$ cat src/rtl/lnscan_pkg.sv
package lnscan_pkg;
   typedef enum logic [2:0] {
      ST_IDLE,
      ST_UNPK,
      ST_PEND,
      ST_FLUSH,
      ST_LEND
   } scan_st_e;

   localparam logic MODE_ZERO_WORD = 1'b0;
   localparam logic MODE_TAIL_ONLY = 1'b1;
endpackage

$ cat src/rtl/lnscan_slot_sel.sv
module lnscan_slot_sel #(
   parameter int unsigned CHAR_W    = 6,
   parameter int unsigned NUM_CHARS = 10,
   parameter int unsigned IDX_W     = 4
) (
   input  logic [CHAR_W*NUM_CHARS-1:0] word_i,
   input  logic [IDX_W-1:0]            idx_i,
   output logic [CHAR_W-1:0]           code_o
);
   localparam int unsigned SLOTS_P2 = 1 << IDX_W;

   if (SLOTS_P2 < NUM_CHARS) begin : g_bad_idx
      $error("lnscan_slot_sel: IDX_W too narrow for NUM_CHARS");
   end

   logic [CHAR_W-1:0] slot [SLOTS_P2];

   for (genvar g = 0; g < SLOTS_P2; g++) begin : g_slot
      if (g < NUM_CHARS) begin : g_real
         assign slot[g] = word_i[(NUM_CHARS-1-g)*CHAR_W +: CHAR_W];
      end else begin : g_pad
         assign slot[g] = '0;
      end
   end

   assign code_o = slot[idx_i];
endmodule

$ cat src/rtl/lnscan_null_tail.sv
module lnscan_null_tail #(
   parameter int unsigned CHAR_W     = 6,
   parameter int unsigned TERM_SLOTS = 2
) (
   input  logic [CHAR_W*TERM_SLOTS-1:0] tail_i,
   output logic                         all_null_o
);
   logic [TERM_SLOTS-1:0] is_null;

   for (genvar g = 0; g < TERM_SLOTS; g++) begin : g_null
      assign is_null[g] = (tail_i[g*CHAR_W +: CHAR_W] == '0);
   end

   assign all_null_o = &is_null;
endmodule

$ cat src/rtl/lnscan_sat_cnt.sv
module lnscan_sat_cnt #(
   parameter int unsigned CNT_W = 10
) (
   input  logic             clk,
   input  logic             rst,
   input  logic             inc_i,
   input  logic             clr_i,
   output logic [CNT_W-1:0] count_o
);
   localparam logic [CNT_W-1:0] CNT_MAX = '1;

   always_ff @(posedge clk) begin
      if (rst || clr_i) begin
         count_o <= '0;
      end else if (inc_i && (count_o != CNT_MAX)) begin
         count_o <= count_o + 1'b1;
      end
   end
endmodule

$ cat src/rtl/lnscan_top.sv
module lnscan_top
   import lnscan_pkg::*;
#(
   parameter int unsigned CHAR_W     = 6,
   parameter int unsigned NUM_CHARS  = 10,
   parameter int unsigned TERM_SLOTS = 2,
   parameter int unsigned CNT_W      = 10
) (
   input  logic                        clk,
   input  logic                        rst,
   input  logic                        mode_sel,
   input  logic                        in_valid,
   input  logic [CHAR_W*NUM_CHARS-1:0] in_word,
   output logic                        in_ready,
   output logic                        ch_valid,
   output logic [CHAR_W-1:0]           ch_code,
   output logic                        line_end,
   output logic [CNT_W-1:0]            line_count
);
   localparam int unsigned WORD_W = CHAR_W * NUM_CHARS;
   localparam int unsigned TAIL_W = CHAR_W * TERM_SLOTS;
   localparam int unsigned IDX_W  = $clog2(NUM_CHARS);
   localparam logic [IDX_W-1:0] LAST_FULL  = IDX_W'(NUM_CHARS - 1);
   localparam logic [IDX_W-1:0] LAST_CUT   = IDX_W'(NUM_CHARS - TERM_SLOTS - 1);
   localparam logic [IDX_W-1:0] LAST_FLUSH = IDX_W'(TERM_SLOTS - 1);

   if (CHAR_W < 1) begin : g_bad_char
      $error("lnscan_top: CHAR_W must be at least 1");
   end
   if (NUM_CHARS < 3) begin : g_bad_num
      $error("lnscan_top: NUM_CHARS must be at least 3");
   end
   if (TERM_SLOTS < 1 || TERM_SLOTS >= NUM_CHARS) begin : g_bad_term
      $error("lnscan_top: TERM_SLOTS must lie in 1..NUM_CHARS-1");
   end
   if (CNT_W < 1) begin : g_bad_cnt
      $error("lnscan_top: CNT_W must be at least 1");
   end

   scan_st_e          st;
   logic [IDX_W-1:0]  idx;
   logic [WORD_W-1:0] word_q;
   logic              tail_null;
   logic              in_zero;
   logic              last_slot;
   logic [CHAR_W-1:0] slot_code;

   lnscan_null_tail #(
      .CHAR_W     (CHAR_W),
      .TERM_SLOTS (TERM_SLOTS)
   ) u_tail (
      .tail_i     (word_q[TAIL_W-1:0]),
      .all_null_o (tail_null)
   );

   lnscan_slot_sel #(
      .CHAR_W    (CHAR_W),
      .NUM_CHARS (NUM_CHARS),
      .IDX_W     (IDX_W)
   ) u_sel (
      .word_i (word_q),
      .idx_i  (idx),
      .code_o (slot_code)
   );

   assign in_zero   = (in_word == '0);
   assign last_slot = tail_null ? (idx == LAST_CUT) : (idx == LAST_FULL);

   always_ff @(posedge clk) begin
      if (rst) begin
         st     <= ST_IDLE;
         idx    <= '0;
         word_q <= '0;
      end else begin
         unique case (st)
            ST_IDLE: begin
               if (in_valid) begin
                  word_q <= in_word;
                  idx    <= '0;
                  st     <= ST_UNPK;
               end
            end
            ST_UNPK: begin
               if (last_slot) begin
                  idx <= '0;
                  if (!tail_null) begin
                     st <= ST_IDLE;
                  end else if (mode_sel == MODE_TAIL_ONLY) begin
                     st <= ST_LEND;
                  end else begin
                     st <= ST_PEND;
                  end
               end else begin
                  idx <= idx + 1'b1;
               end
            end
            ST_PEND: begin
               if (in_valid) begin
                  if (in_zero) begin
                     st <= ST_LEND;
                  end else begin
                     word_q <= in_word;
                     idx    <= '0;
                     st     <= ST_FLUSH;
                  end
               end
            end
            ST_FLUSH: begin
               if (idx == LAST_FLUSH) begin
                  idx <= '0;
                  st  <= ST_UNPK;
               end else begin
                  idx <= idx + 1'b1;
               end
            end
            ST_LEND: begin
               st <= ST_IDLE;
            end
            default: begin
               st <= ST_IDLE;
            end
         endcase
      end
   end

   assign in_ready = (st == ST_IDLE) || (st == ST_PEND);
   assign ch_valid = (st == ST_UNPK) || (st == ST_FLUSH);
   assign ch_code  = (st == ST_UNPK) ? slot_code : '0;
   assign line_end = (st == ST_LEND);

   lnscan_sat_cnt #(
      .CNT_W (CNT_W)
   ) u_cnt (
      .clk     (clk),
      .rst     (rst),
      .inc_i   (ch_valid),
      .clr_i   (line_end),
      .count_o (line_count)
   );
endmodule

$ cat config.mk
export PLATFORM = sky130hd
export DESIGN_NAME = lnscan_top
export DESIGN_NICKNAME = d
export VERILOG_FILES = /design/src/rtl/lnscan_pkg.sv /design/src/rtl/lnscan_slot_sel.sv /design/src/rtl/lnscan_null_tail.sv /design/src/rtl/lnscan_sat_cnt.sv /design/src/rtl/lnscan_top.sv
export SDC_FILE = /design/constraint.sdc
export NUM_CORES = 1
export LEC_CHECK = 0
export BUFFER_PORTS_ARGS = -buffer_cell sky130_fd_sc_hd__buf_2
export CAP_MARGIN = 20
export CORE_UTILIZATION = 52
export CTS_BUF_LIST = sky130_fd_sc_hd__clkbuf_4
export CTS_CLUSTER_SIZE = 14
export DETAILED_ROUTE_END_ITERATION = 10
export PLACE_DENSITY = 0.79
export REMOVE_ABC_BUFFERS = 1
export SLEW_MARGIN = 20
export SYNTH_ARGS = -nofsm -noshare
export SYNTH_HDL_FRONTEND = slang
export SYNTH_HIERARCHICAL = 1
export SYNTH_SLANG_ARGS = --single-unit
$ cat constraint.sdc
create_clock -name clk -period 1.5 [get_ports clk]
set_input_delay 0.075 -clock clk [delete_from_list [all_inputs] [get_ports clk]]
set_output_delay 0.075 -clock clk [all_outputs]
set_load 0.02 [all_outputs]
==> impl_metrics.env <==
export IMPL_outcome="complete, but fails checks"
export IMPL_violations="hold timing, setup timing"
export IMPL_setup_violations=75
export IMPL_antenna_cells=0
export IMPL_synth_cell_area_sq_mm=0.00418
export IMPL_layout_common_cells="132 x nand2_1, 97 x buf_4, 80 x buf_2, 66 x mux2i_1, 66 x dfxtp_1"
export IMPL_die_w_um=91.7
export IMPL_rows=32
export IMPL_synth_avg_cell_area_sq_um=9.22
export IMPL_cp_required_ps=1420
export IMPL_nets=735
export IMPL_grt_pass1_wl_um=20000
export IMPL_wl_um=14700
export IMPL_cts_max_level=3
export IMPL_die_area_sq_mm=0.00841
export IMPL_seq_area_sq_mm=0.00156
export IMPL_hold_viol=1
export IMPL_cts_path_max_buffers=2
export IMPL_drt_first_pass_iters=7
export IMPL_postSynthRegisterBits=77
export IMPL_cts_buffers=9
export IMPL_grt_overflow_total=0
export IMPL_die_h_um=91.7
export IMPL_startpoint_type="flop"
export IMPL_start_util=0.539
export IMPL_slowest_delay_ps=530
export IMPL_vias=4575
export IMPL_drtIter0Drc=327
export IMPL_setup_ws_ps=-683
export IMPL_critPathSlowestCell="mux4_2"
export IMPL_drc=0
export IMPL_wl_met2_um=7180
export IMPL_rsz0062_at_grt="yes"
export IMPL_grt_pass1_vias=4285
export IMPL_slew_headroom=0.706
export IMPL_multi_input_area_sq_mm=0.00261
export IMPL_antenna_left=0
export IMPL_grt_use_total=0.301
export IMPL_criticalPathCategory="flop to output port"
export IMPL_total_power_uw=4810
export IMPL_final_cells=775
export IMPL_avgRoutedWirePerCell_um=18.9
export IMPL_coreArea_sq_mm=0.00777
export IMPL_final_common_cell="nand2_1"
export IMPL_antenna_found_initial=0
export IMPL_fin_crit_sh=1.46
export IMPL_ys_seq_area_frac=0.368
export IMPL_clkSinkCount=77
export IMPL_io_pins=83
export IMPL_n_fill_cell=444
export IMPL_worstSkewPairLatency_ps=440
export IMPL_met1_length_um=5590
export IMPL_clk_pin_slew_ps=130
export IMPL_vdd_drop_max_v=0.000547
export IMPL_cp_top_family="multiplexers"
export IMPL_leakagePower_uw=0.00273
export IMPL_slew_violations=0
export IMPL_tightest_slew_ps=437
export IMPL_whs_ps=-0.819
export IMPL_maxCapViolCount=0
export IMPL_grt_max_degree=48
export IMPL_pwr_density_cell_mw_per_mm2=767
export IMPL_root_buffer="clkbuf_4"
export IMPL_syn_to_final_growth_pct=49.7
export IMPL_syn_instance_count=454
export IMPL_final_min_clock_period_ps=2180
export IMPL_fmax_mhz=458
export IMPL_tns_ps=-16360
export IMPL_hold_class="input port to flop"
export IMPL_drive_above_1_share=0.447
export IMPL_gp_congestion=0.966
export IMPL_skew_ps=17.1
export IMPL_arrival_ps=2110
export IMPL_yosys_warnings=6
export IMPL_drt_vias_per_instance=5.90
export IMPL_critPathMaxFanout=13
export IMPL_port_buffers=82
export IMPL_cts_tree="done"
export IMPL_synth_distinct_cells=55
export IMPL_cp_end_kind="output port"
export IMPL_dpl_hpwl_um=8160
export IMPL_route_met3_wl_um=1010
export IMPL_placedCellCount=709
export IMPL_path_cells="buf_12 > mux4_2 > o22ai_2 > o32ai_1 > and2_1 > buf_2"
export IMPL_top_layer_used="met4"
export IMPL_critPathBufInv=2
==> area by class of cell <==
class                           count  share of cell area
Sequential cell                    77               0.249
Tap cell                          102              0.0204
Timing Repair Buffer              230               0.293
Inverter                            5             0.00320
Clock buffer                       10              0.0120
Clock inverter                      6             0.00480
Multi-Input combinational cell    345               0.417
==> what timing repair did <==
item	CTS	global route
gates resized for setup	42	59
endpoints found under the setup margin	78	82
hold endpoints to repair	29	0
gates cloned	1	7
pin swaps	20	17
hold buffers	27	0
setup buffers	8	10
==> path summary, 6_finish.rpt <==
path | from | end | slack (ps) | cells past startpoint
max reg2reg | word_q[1] | idx[3] | -460 | 7
max | idx[0] | ch_code[2] | -680 | 6
min reg2reg | word_q[52] | word_q[52] | 470 | 2
min | in_word[59] | word_q[59] | -0.8 | 4
==> sequential cells by signal, indices dropped and copies added, names as in the netlist <==
signal	flops
st	3
word_q	60
u_cnt/count_o	10
idx	4
==> kinds of logic after synthesis <==
family / synth area share
muxes: 0.211
xor gates and xnor gates: 0.00419
AOI/OAI and AO/OA: 0.0870
adders and majority gates: 0.00897
DFF: 0.368
and+or+nand+nor: 0.240
buffers and inverters: 0.0804
==> where the power goes <==
part | internal (uW) | switching [uW]
combinational | 770 | 650
sequential | 2180 | 109
clock | 340 | 755
total | 3290 | 1510
==> metal layers <==
metal,vias to the layer above,GRT usage
li1,2052,-
met1,2184,0.347
met2,261,0.537
met3,78,0.0647
met4,0,0.130
met5,-,0
==> synth_stat cells (all sizes together) <==
| master | number | area, sq um |
|---|---|---|
| a311oi | 1 | 8.76 |
| nand2b | 4 | 25.0 |
| dlygate4sd3 | 1 | 10.0 |
| o21bai | 1 | 7.51 |
| nand4 | 5 | 31.3 |
| and2b | 6 | 52.6 |
| a41oi | 1 | 8.76 |
| nor4bb | 1 | 10.0 |
| xor2 | 2 | 17.5 |
| or4 | 2 | 15.0 |
| and2 | 7 | 43.8 |
| inv | 5 | 18.8 |
| and3 | 1 | 6.26 |
| o21ai | 9 | 45.0 |
| and4b | 1 | 10.0 |
| o21a | 1 | 7.51 |
| o211ai | 3 | 22.5 |
| nor4b | 1 | 8.76 |
| buf | 13 | 169 |
| dfxtp | 77 | 1540 |
| dlygate4sd1 | 6 | 52.6 |
| mux2 | 6 | 71.3 |
| nand3 | 7 | 35.0 |
| nor3 | 3 | 15.0 |
| or3 | 4 | 31.3 |
| nand2 | 135 | 509 |
| a31oi | 4 | 25.0 |
| or2 | 1 | 6.26 |
| mux4 | 6 | 143 |
| and4 | 1 | 10.0 |
| nor2 | 10 | 37.5 |
| o31ai | 2 | 28.8 |
| o221ai | 1 | 8.76 |
| nor3b | 2 | 15.0 |
| o22ai | 6 | 37.5 |
| clkbuf | 7 | 86.3 |
| mux2i | 67 | 671 |
| a211oi | 7 | 52.6 |
| ha | 3 | 37.5 |
| o22a | 1 | 10.0 |
| o211a | 1 | 10.0 |
| a21oi | 6 | 30.0 |
| o32ai | 7 | 61.3 |
| nor4 | 19 | 140 |
==> stage by stage <==
| stage | setup slack (ps) | utilization | area, sq um |
|---|---|---|---|
| detailed placement | -606 | 0.670 | 5210 |
| finish | -683 | 0.806 | 6260 |
| global route | -746 | 0.806 | 6260 |
| CTS | -649 | 0.751 | 5830 |
| floorplan | -4350 | - | 3870 |
| global placement | -564 | 0.670 | 5210 |
==> worst register-to-register path, delay by kind of cell (launching register included) <==
| family | cells | cell delay (ps) |
|---|---|---|
| AOI/OAI and AO/OA | 3 | 730 |
| DFF | 1 | 350 |
| and+or+nand+nor | 4 | 770 |
Note: power is estimated with default switching activity, not from simulation.
